<file path="config.mk">
export PLATFORM = sky130hd
export DESIGN_NAME = acc_watch
export DESIGN_NICKNAME = d
export VERILOG_FILES = /design/src/rtl/acc_watch_pkg.sv /design/src/rtl/acc_watch_dp.sv /design/src/rtl/acc_watch_ctl.sv /design/src/rtl/acc_watch.sv
export SDC_FILE = /design/constraint.sdc
export NUM_CORES = 1
export LEC_CHECK = 0
export CAP_MARGIN = 30
export CORE_ASPECT_RATIO = 0.9
export CORE_MARGIN = 5
export CORE_UTILIZATION = 50
export DETAILED_ROUTE_END_ITERATION = 16
export PLACE_DENSITY = 0.81
export SLEW_MARGIN = 40
export SYNTH_ARGS = -nofsm -noshare
export SYNTH_HDL_FRONTEND = slang
export SYNTH_SLANG_ARGS = --single-unit
</file>
<file path="constraint.sdc">
create_clock -name clk -period 2.8 [get_ports clk]
set_input_delay 0.56 -clock clk [delete_from_list [all_inputs] [get_ports clk]]
set_output_delay 0.56 -clock clk [all_outputs]
set_load 0.1 [all_outputs]
</file>
<file path="src/rtl/acc_watch_pkg.sv">
package acc_watch_pkg;

  localparam int SEL_W = 3;

  localparam logic [SEL_W-1:0] SEL_BASE   = 3'd0;
  localparam logic [SEL_W-1:0] SEL_CTL    = 3'd1;
  localparam logic [SEL_W-1:0] SEL_COUNT  = 3'd2;
  localparam logic [SEL_W-1:0] SEL_ENABLE = 3'd3;
  localparam logic [SEL_W-1:0] SEL_STATUS = 3'd4;
  localparam logic [SEL_W-1:0] SEL_LIVE   = 3'd5;

  // Enable and status bit positions
  localparam int BIT_IDLE = 0;
  localparam int BIT_TRAP = 1;

  // Strobes from control to the countdown datapath
  typedef struct packed {
    logic loadCnt;
    logic decCnt;
    logic zeroCnt;
  } cntStrobe_t;

endpackage

</file>
<file path="src/rtl/acc_watch_dp.sv">
module acc_watch_dp
  import acc_watch_pkg::*;
#(
  parameter int ADDR_W     = 32,
  parameter int CNT_W      = 16,
  parameter int CTL_W      = 8,
  parameter int IO_MASK_W  = 5,
  parameter int MEM_LSB    = 9,
  parameter int MEM_MASK_W = 7
) (
  input  logic              clk,
  input  logic              rstN,
  input  logic              regWe,
  input  logic [SEL_W-1:0]  regAddr,
  input  logic [ADDR_W-1:0] regWdata,
  input  logic              busValid,
  input  logic [ADDR_W-1:0] busAddr,
  input  logic              busIsMem,
  input  logic              busWrite,
  input  cntStrobe_t        strobe,
  output logic              matchHit,
  output logic              cntLow,
  output logic [ADDR_W-1:0] baseReg,
  output logic [CTL_W-1:0]  ctlReg,
  output logic [CNT_W-1:0]  countReg,
  output logic [CNT_W-1:0]  cntVal
);

  localparam int MEM_HI   = MEM_LSB + MEM_MASK_W;
  localparam int MODE_BIT = CTL_W - 1;
  localparam int WR_BIT   = CTL_W - 2;
  localparam int RD_BIT   = CTL_W - 3;

  // Configuration registers
  always_ff @(posedge clk) begin
    if (!rstN) begin
      baseReg  <= '0;
      ctlReg   <= '0;
      countReg <= '0;
    end else if (regWe) begin
      if (regAddr == SEL_BASE)  baseReg  <= regWdata;
      if (regAddr == SEL_CTL)   ctlReg   <= regWdata[CTL_W-1:0];
      if (regAddr == SEL_COUNT) countReg <= regWdata[CNT_W-1:0];
    end
  end

  // Per-bit address compare, one variant per mode
  logic [ADDR_W-1:0] ioBitOk;
  logic [ADDR_W-1:0] memBitOk;

  for (genvar i = 0; i < ADDR_W; i++) begin : g_bit
    logic bitDiff;
    assign bitDiff = busAddr[i] ^ baseReg[i];

    if (i < IO_MASK_W) begin : g_ioMask
      assign ioBitOk[i] = !bitDiff || ctlReg[i];
    end else begin : g_ioExact
      assign ioBitOk[i] = !bitDiff;
    end

    if (i < MEM_LSB) begin : g_memIgnore
      assign memBitOk[i] = 1'b1;
    end else if (i < MEM_HI) begin : g_memMask
      assign memBitOk[i] = !bitDiff || ctlReg[i-MEM_LSB];
    end else begin : g_memExact
      assign memBitOk[i] = !bitDiff;
    end
  end

  logic memMode;
  logic spaceOk;
  logic dirOk;
  logic addrOk;

  always_comb begin
    memMode  = ctlReg[MODE_BIT];
    spaceOk  = (busIsMem == memMode);
    dirOk    = memMode ? 1'b1 : (busWrite ? ctlReg[WR_BIT] : ctlReg[RD_BIT]);
    addrOk   = memMode ? (&memBitOk) : (&ioBitOk);
    matchHit = busValid && spaceOk && dirOk && addrOk;
  end

  // Idle countdown
  always_ff @(posedge clk) begin
    if (!rstN) begin
      cntVal <= '0;
    end else if (strobe.loadCnt) begin
      cntVal <= countReg;
    end else if (strobe.zeroCnt) begin
      cntVal <= '0;
    end else if (strobe.decCnt) begin
      cntVal <= cntVal - CNT_W'(1);
    end
  end

  assign cntLow = (cntVal <= CNT_W'(1));

  a_r8_count_step: assert property (@(posedge clk) disable iff (!rstN)
    (strobe.decCnt && !strobe.loadCnt && !strobe.zeroCnt)
      |=> (cntVal == $past(cntVal) - CNT_W'(1)));

  a_r7_load_value: assert property (@(posedge clk) disable iff (!rstN)
    strobe.loadCnt |=> (cntVal == $past(countReg)));

  a_r5_needs_valid: assert property (@(posedge clk) disable iff (!rstN)
    !busValid |-> !matchHit);

  a_r5_space_agree: assert property (@(posedge clk) disable iff (!rstN)
    matchHit |-> (busIsMem == ctlReg[MODE_BIT]));

endmodule

</file>
<file path="src/rtl/acc_watch_ctl.sv">
module acc_watch_ctl
  import acc_watch_pkg::*;
(
  input  logic             clk,
  input  logic             rstN,
  input  logic             regWe,
  input  logic [SEL_W-1:0] regAddr,
  input  logic [1:0]       wrBits,
  input  logic             matchHit,
  input  logic             tick,
  input  logic             cntLow,
  output cntStrobe_t       strobe,
  output logic             idleEn,
  output logic             trapEn,
  output logic             idleSt,
  output logic             trapSt,
  output logic             smiReq
);

  logic enWrite;
  logic stWrite;
  logic running;
  logic stepOk;
  logic expire;

  always_comb begin
    enWrite        = regWe && (regAddr == SEL_ENABLE);
    stWrite        = regWe && (regAddr == SEL_STATUS);
    strobe.loadCnt = (enWrite && wrBits[BIT_IDLE]) || (idleEn && matchHit);
    stepOk         = idleEn && running && tick && !strobe.loadCnt;
    expire         = stepOk && cntLow;
    strobe.zeroCnt = expire;
    strobe.decCnt  = stepOk && !cntLow;
  end

  always_ff @(posedge clk) begin
    if (!rstN) begin
      idleEn <= 1'b0;
      trapEn <= 1'b0;
    end else if (enWrite) begin
      idleEn <= wrBits[BIT_IDLE];
      trapEn <= wrBits[BIT_TRAP];
    end
  end

  always_ff @(posedge clk) begin
    if (!rstN) begin
      running <= 1'b0;
    end else if (enWrite) begin
      running <= wrBits[BIT_IDLE];
    end else if (idleEn && matchHit) begin
      running <= 1'b1;
    end else if (expire) begin
      running <= 1'b0;
    end
  end

  // Sticky flags, set wins over write-1-clear
  always_ff @(posedge clk) begin
    if (!rstN) begin
      idleSt <= 1'b0;
      trapSt <= 1'b0;
    end else begin
      idleSt <= expire || (idleSt && !(stWrite && wrBits[BIT_IDLE]));
      trapSt <= (trapEn && matchHit) || (trapSt && !(stWrite && wrBits[BIT_TRAP]));
    end
  end

  assign smiReq = (idleSt && idleEn) || (trapSt && trapEn);

  a_r6_trap_sets: assert property (@(posedge clk) disable iff (!rstN)
    (trapEn && matchHit) |=> trapSt);

  a_r8_expiry: assert property (@(posedge clk) disable iff (!rstN)
    (idleEn && running && tick && cntLow && !matchHit && !enWrite)
      |=> (idleSt && !running));

  a_r9_reload_wins: assert property (@(posedge clk) disable iff (!rstN)
    (idleEn && matchHit && tick && !enWrite) |=> running);

  a_r10_clear: assert property (@(posedge clk) disable iff (!rstN)
    (stWrite && wrBits[BIT_TRAP] && !(trapEn && matchHit)) |=> !trapSt);

  a_r12_halt_disabled: assert property (@(posedge clk) disable iff (!rstN)
    (!idleEn && !enWrite) |=> !$rose(idleSt));

endmodule

</file>
<file path="src/rtl/acc_watch.sv">
module acc_watch
  import acc_watch_pkg::*;
#(
  parameter int ADDR_W     = 32,
  parameter int CNT_W      = 16,
  parameter int CTL_W      = 8,
  parameter int IO_MASK_W  = 5,
  parameter int MEM_LSB    = 9,
  parameter int MEM_MASK_W = 7
) (
  input  logic              clk,
  input  logic              rstN,
  input  logic              regWe,
  input  logic [SEL_W-1:0]  regAddr,
  input  logic [ADDR_W-1:0] regWdata,
  output logic [ADDR_W-1:0] regRdata,
  input  logic              busValid,
  input  logic [ADDR_W-1:0] busAddr,
  input  logic              busIsMem,
  input  logic              busWrite,
  input  logic              tick,
  output logic              idleFlag,
  output logic              trapFlag,
  output logic              smiReq
);

  cntStrobe_t        strobe;
  logic              matchHit;
  logic              cntLow;
  logic [ADDR_W-1:0] baseReg;
  logic [CTL_W-1:0]  ctlReg;
  logic [CNT_W-1:0]  countReg;
  logic [CNT_W-1:0]  cntVal;
  logic              idleEn;
  logic              trapEn;

  acc_watch_dp #(
    .ADDR_W(ADDR_W), .CNT_W(CNT_W), .CTL_W(CTL_W),
    .IO_MASK_W(IO_MASK_W), .MEM_LSB(MEM_LSB), .MEM_MASK_W(MEM_MASK_W)
  ) u_dp (
    .clk(clk), .rstN(rstN),
    .regWe(regWe), .regAddr(regAddr), .regWdata(regWdata),
    .busValid(busValid), .busAddr(busAddr), .busIsMem(busIsMem), .busWrite(busWrite),
    .strobe(strobe), .matchHit(matchHit), .cntLow(cntLow),
    .baseReg(baseReg), .ctlReg(ctlReg), .countReg(countReg), .cntVal(cntVal)
  );

  acc_watch_ctl u_ctl (
    .clk(clk), .rstN(rstN),
    .regWe(regWe), .regAddr(regAddr), .wrBits(regWdata[1:0]),
    .matchHit(matchHit), .tick(tick), .cntLow(cntLow),
    .strobe(strobe), .idleEn(idleEn), .trapEn(trapEn),
    .idleSt(idleFlag), .trapSt(trapFlag), .smiReq(smiReq)
  );

  always_comb begin
    regRdata = '0;
    case (regAddr)
      SEL_BASE:   regRdata = baseReg;
      SEL_CTL:    regRdata = ADDR_W'(ctlReg);
      SEL_COUNT:  regRdata = ADDR_W'(countReg);
      SEL_ENABLE: regRdata = ADDR_W'({trapEn, idleEn});
      SEL_STATUS: regRdata = ADDR_W'({trapFlag, idleFlag});
      SEL_LIVE:   regRdata = ADDR_W'(cntVal);
      default:    regRdata = '0;
    endcase
  end

  a_r11_req_source: assert property (@(posedge clk) disable iff (!rstN)
    smiReq |-> (idleFlag || trapFlag));

endmodule

</file>
# After elaboration in Yosys (flattened, before gate mapping)
# Index checks and enable logic that the tools add are counted.
# word_totals
word_cells,138
register_bits,77
inputBits,74
# classes
reduce_logical,79
order_cmp,1
muxes,10
n_eq_ne,6
bitwise_logic,32
addsub,1
# ops
op,count
32-bit one-hot mux with 6 select lines,1
16-bit 2-to-1 mux,3
1-bit zero test,36
32-bit AND reduction,1
1-bit bitwise XOR,32
23-bit AND reduction,1
1-bit logical AND,19
16-bit by 1-bit <= comparator with 1-bit output (second input constant),1
1-bit logical OR,16
16-bit by 1-bit subtractor with 16-bit output (second input constant),1
3-bit by 2-bit equality test with 1-bit output (second input constant),2
3-bit equality test (second input constant),2
1-bit 2-to-1 mux,6
2-bit AND reduction,3
3-bit nonzero test,2
3-bit by 1-bit equality test with 1-bit output (second input constant),1
3-bit zero test,1
1-bit equality test,1

# Longest topological paths before layout
# Gate-level depths: netlist (run 1).
# depth
ltp_word,14
depth_mapped,11
mapped_depth_nobuf,9

# Cells and area by module
# Synthesis (run 1) repeated with hierarchy kept, for this count alone.
# unflattened
cells_unflattened,557
hier_area_um2,4330.4
# modules_own_cells
mod,seq_area_each_um2,n_inst,cells_per_inst,area_each_um2
acc_watch_dp,1441.4,1,444,3412.0
acc_watch,0.0,1,79,640.6
acc_watch_ctl,100.1,1,34,277.8

# Worst setup path before layout (run 1)
# No wires, ideal clock.
# synth_timing
path_type,input-to-output
start,input regAddr[1]
end,output regRdata[10]
cell_stages,5
slack_ps,-1490
arrival_time_ps,3730
cell_sequence,clkbuf_1 > clkbuf_1 > clkbuf_1 > mux2i_1 > o21ai_0
# synth_via
elab_chain_len,2
# synth_rtl
item,line,source
start: declaration,acc_watch.sv:14,"input logic [SEL_W-1:0] regAddr,"
"3-bit equality test, or another cell as far along",acc_watch.sv:58,case (regAddr)
32-bit one-hot mux with 6 select lines *,acc_watch.sv:58,
end: declaration,acc_watch.sv:16,"output logic [ADDR_W-1:0] regRdata,"
# Mark *: on every way between the ends. The rest lies on a longest branch, timed or not.

# Final worst setup path (run 1)
# layout_timing
start,input regAddr[1]
end,output regRdata[0]
# The elaborated chain is that of the path after synthesis.

==> qor.yml, run 1 <==
synth_cell_types: 55
synth_area_leaders: "dfxtp_1 (35%), nand2_1 (13%), a21boi_1 (7.1%)"
clk_latency_ns: 0.38
rsz0062_at_grt: "false"
initial_core_util_pct: 51.5
hold_buffers: 0
cts_buffer_depth: 2
coreArea_um2: 8650
tightest_slew_ns: 0.695
min_from: "u_dp.countReg[9]$_SDFFE_PN0P_"
status: "finished, final reports clean"
regToRegSetupSlack_ns: 0.26
leakage_nw: 2.48
report.final.slew_viol_count: 0
wirelength_mm: 14.2
row_count: 32
critical_path.reg2reg.endpoint: "u_dp.cntVal[10]$_SDFFE_PN0P_"
vias: 4534
ys_seq_area_share_pct: 34.6
cts_tree: "built"
synth_fp_nets: 642
slowest_stage: "clkdlybuf4s50_1"
path_class: "in -> out"
ctsResizeCount: 1
use_met1_pct: 35.6
holdPathStages: 2
synthCells: 566
hold_slack_ns: 0.475
port_buffers: 108
synth_area_per_cell_um2: 7.88
min_to: "u_dp.cntVal[9]$_SDFFE_PN0P_"
r2r-start: "u_dp.cntVal[4]$_SDFFE_PN0P_"
grt-busiest-layer: "met2"
path_cells: "clkdlybuf4s50_1, mux2_2, a22oi_1, o22ai_4, buf_12"
die_h_um: 99.6
r2r_cells: 7
gp_congestion: 0.908
drt-initial-drc-count: 303
vdd_drop_max_mv: 0.277
slew_headroom_pct: 53.7
multi_input_area_um2: 2860
use_met3_pct: 6.36
grt_pass1_wl_mm: 22.7
synth_top_cell_area_share_pct: 34.6
track_usage_pct: 26.7
yosys.area.top_type: "dfxtp_1"
nets: 749
synth_area_um2: 4460
cts.sinks: 77
drc: 0
antenna_found_initial: 0
async_flop_share_pct: 0
worstPathRequired_ns: 2.24
synth_ff_type: "dfxtp_1"
grt_max_degree: 43
syn2layout_area_growth_pct: 42.7
wl_per_cell_um: 17.9
worst-endpoint-arrival_ns: 2.15
grt_pass1_vias: 4531
period_minus_slack_ns: 2.71
min_path_type: "reg -> reg"
cts.clk_slew.worst_paths_ns: 0.07
fin_worst_skew_ns: 0.00977
n_fill_cell: 639
fin_area_um2: 6360
dp_hpwl_mm: 11.0
maxCapViolCount: 0
cts_max_level: 3
crit_fanout: 5
io_pins: 109
ff_latch_area_um2: 1540
cts-root-buf: "clkbuf_8"
post_cts.repair.setup_buffers: 0
final_common_cell: "nand2_1"
start_kind: "input pin"
die_x_um: 110
use_met2_pct: 43.0
ant_nets: 0
fin_crit_sh_pct: 96.9
dpl-instance-area_um2: 6160
setup_viol: 0
crit_path_end_kind: "output port"
vias_per_cell: 5.70
gr-total-overflow: 0
hold_viol_final: 0
final_cell_mix: "nand2_1 (152), dfxtp_1 (77), clkdlybuf4s50_1 (71), a21boi_1 (42), buf_12 (34)"
n_antenna_cell: 0
ys_warn_count: 0
cp_slowest_stage_delay_ns: 0.58
first_pass_iters: 5
ys_ff_latch: 77
powerDensity_nw_per_um2: 384
fin_util_pct: 73.6
die_area_um2: 10900
fmax_mhz: 369
drive_above_1_share_pct: 16.7
cts_inserted_buffers: 9
synth-edff-count: 0
==> final cells by class <==
type	count	area share [%]
well taps	119	2.34
clock inverters	4	1.16
repair buffers	132	25.0
multi-input cells	450	45.0
flip-flops and latches	77	24.2
inverters	3	0.177
clock buffers	11	2.06
==> logic make-up (layout without fill, tap and decap cells) <==
logic type,Yosys count,in the layout,synth area share [%]
and+or+nand+nor,259,259,26.9
AOI/OAI and AO/OA,124,124,19.4
adders and majority gates,2,2,0.561
buffers and inverters,39,150,3.84
muxes,33,33,7.80
xor gates and xnor gates,32,32,6.96
DFF,77,77,34.6
==> synth_stat cells, drive strengths merged (3+ instances only) <==
library cell,number
and3,4
nand3,11
xor2,12
nand4,6
dfxtp,77
xnor2,20
or3,4
mux2i,28
nor2b,3
o22ai,4
nand2,152
a21oi,12
or4,4
o21ai,29
o211a,7
inv,3
a21boi,59
nor3,15
nor4,8
and2,22
a22oi,3
nor2,23
clkbuf,29
mux2,4
buf,7
==> sequential cells by signal (all words and copies together), names as in the netlist, 8 cells and up <==
| name | flops |
|---|---|
| u_dp.baseReg | 32 |
| u_dp.cntVal | 16 |
| u_dp.countReg | 16 |
| u_dp.ctlReg | 8 |
==> critical path, delay by kind of cell <==
family / cells / cell delay [ns]
buffers and inverters: 2 / 0.76
AOI/OAI and AO/OA: 2 / 0.46
muxes: 1 / 0.37
==> report_power, final <==
| group | leakage, nW | switching [mW] | internal, mW | total (mW) |
|---|---|---|---|---|
| combinational | 1.75 | 0.187 | 0.197 | 0.384 |
| clock | 0.103 | 0.425 | 0.498 | 0.923 |
| sequential | 0.623 | 0.0225 | 1.11 | 1.14 |
==> metal layers <==
metal	wire [um]	part of all wire (%)	vias to the layer above
li1	-	-	2161
met4	316	2.2	0
met3	1280	9.0	30
met5	0	0	-
met1	5840	41	2101
met2	6770	48	242
==> how the worst max path moves through the flow <==
stage / from / end / slack [ns]
6_report: regAddr[1] / regRdata[0] / 0.09
5_1_grt: regAddr[1] / regRdata[0] / 0.02
4_1_cts: regAddr[2] / regRdata[17] / 0.09
3_5_place_dp: busAddr[13] / u_dp.cntVal[13]$_SDFFE_PN0P_ / -0.05
3_3_place_gp: busAddr[13] / u_ctl.idleSt$_SDFF_PN0_ / 0.003
2_1_floorplan: regAddr[1] / regRdata[10] / -0.29
==> through the flow <==
| step | setup WS (ns) | TNS [ns] | power, mW | cells |
|---|---|---|---|---|
| CTS | 0.0907 | 0 | 2.43 | 796 |
| global route | 0.0182 | 0 | 2.52 | 796 |
| detailed placement | -0.0471 | -0.299 | 1.54 | 781 |
| global placement | 0.00335 | 0 | 1.53 | 781 |
| finish | 0.0866 | 0 | 2.44 | 796 |
| floorplan | -0.289 | -2.98 | 1.35 | 566 |
(Power assumes the default switching activity.)
==> run 2: changes to the inputs <==
- CORE_MARGIN: 5 -> default
==> qor.yml, run 2 (synthesis gave the netlist of run 1 again) <==
status: "finished, final reports clean"
report.final.slew_viol_count: 0
total_power_mw: 2.38
start_kind: "input pin"
fin_worst_skew_ns: 0.0106
dpl-instance-area_um2: 6120
fin_crit_sh_pct: 97.8
final_cell_mix: "nand2_1 (152), dfxtp_1 (77), clkdlybuf4s50_1 (71), a21boi_1 (42), buf_12 (33)"
die_h_um: 91.6
dp_hpwl_mm: 10.5
top_register: "u_dp.baseReg"
wirelength_mm: 13.6
final_common_cell: "nand2_1"
die_x_um: 102
die_area_um2: 9300
path_class: "in -> out"
crit_path_end_kind: "output port"
setup_viol: 0
place_ws_ns: -0.105
cts.clk_slew.worst_paths_ns: 0.07
cts_max_level: 3
crit_fanout: 7
hold_viol_final: 0
port_buffers: 108
fmax_mhz: 365
fin_ws_ns: 0.0607
cts_inserted_buffers: 9
n_antenna_cell: 0
cts_buffer_depth: 2
cts_tree: "built"
r2r_cells: 8
vias: 4517
gp_congestion: 0.879
worstPathRequired_ns: 2.24
row_count: 32
drt-initial-drc-count: 335
min_path_type: "reg -> reg"
grt_max_degree: 44
hold_slack_ns: 0.475
fin_area_um2: 6320
top_regs: "u_dp.baseReg: 32 flops, u_dp.cntVal: 16 flops, u_dp.countReg: 16 flops"
grt_pass1_vias: 4461
drive_above_1_share_pct: 16.5
period_minus_slack_ns: 2.74
maxCapViolCount: 0
nets: 745
leakage_nw: 2.45
first_pass_iters: 5
wl_per_cell_um: 17.1
vias_per_cell: 5.70
ant_nets: 0
holdPathStages: 2
io_pins: 109
cts.sinks: 77
track_usage_pct: 30.6
fin_util_pct: 73.4
grt_pass1_wl_mm: 22.0
drc: 0
vdd_drop_max_mv: 0.357
rsz0062_at_grt: "false"
antenna_found_initial: 0
tightest_slew_ns: 0.723
largest_reg_flops: 32
cts-root-buf: "clkbuf_8"
gr-total-overflow: 0
powerDensity_nw_per_um2: 376
clk_latency_ns: 0.35
coreArea_um2: 8610
slew_headroom_pct: 51.4
worst-endpoint-arrival_ns: 2.18
syn2layout_area_growth_pct: 41.7
initial_core_util_pct: 51.8
run 2: changes by cell type in the layout (fill, tap and decap cells not counted), sizes merged:
cell / before / now
buf: 60 / 56
clkinvlp: 0 / 2
bufinv: 2 / 1
clkinv: 2 / 1
dlygate4sd2: 1 / 0
dlymetal6s2s: 0 / 1
inv: 3 / 4
run 2: critical path: stages:
cell and delay, ns:
clkdlybuf4s50_1 0.66, mux2_2 0.38, a22oi_1 0.28, o22ai_4 0.12, buf_12 0.18
run 2: power by group:
part	switching, mW	total [mW]	internal, mW
sequential	0.0229	1.14	1.11
combinational	0.185	0.378	0.193
clock	0.421	0.860	0.438
run 2: stage by stage:
step	instances	setup TNS (ns)
final	793	0
after global routing	793	0
after CTS	793	0
after detailed placement	777	-1.07
after global placement	777	-0.301
after floorplan	566	-2.98
run 2: final cells by class:
cell class	count	area, um^2
multi-input cells	450	2860
fillers	663	2290
repair buffers	128	1550
flip-flops and latches	77	1540
well taps	119	149
clock buffers	11	141
clock inverters	5	58.8
inverters	3	11.3
run 2: path summary, 6_finish.rpt:
kind | from | slack, ns | to
worst max-delay path | regAddr[1] | 0.06 | regRdata[0]
worst min-delay path | u_dp.countReg[9]$_SDFFE_PN0P_ | 0.48 | u_dp.countReg[9]$_SDFFE_PN0P_
worst max register to register | u_dp.cntVal[2]$_SDFFE_PN0P_ | 0.41 | u_dp.cntVal[4]$_SDFFE_PN0P_
worst min register to register | u_dp.countReg[9]$_SDFFE_PN0P_ | 0.48 | u_dp.countReg[9]$_SDFFE_PN0P_
run 2: routing by layer:
metal | GRT usage, % | up-vias | share of wire [%]
met5 | 0 | - | 0
met4 | 8.45 | 0 | 2.2
met3 | 4.93 | 30 | 7.6
met2 | 51.0 | 212 | 48
met1 | 40.3 | 2123 | 42
li1 | - | 2152 | -
run 2: repair_timing:
| item | 4_1_cts | 5_1_grt |
|---|---|---|
| hold buffers | 0 | 0 |
| setup buffers | 0 | 0 |
| gates resized for setup | 0 | 1 |
| setup endpoints to repair | 0 | 7 |
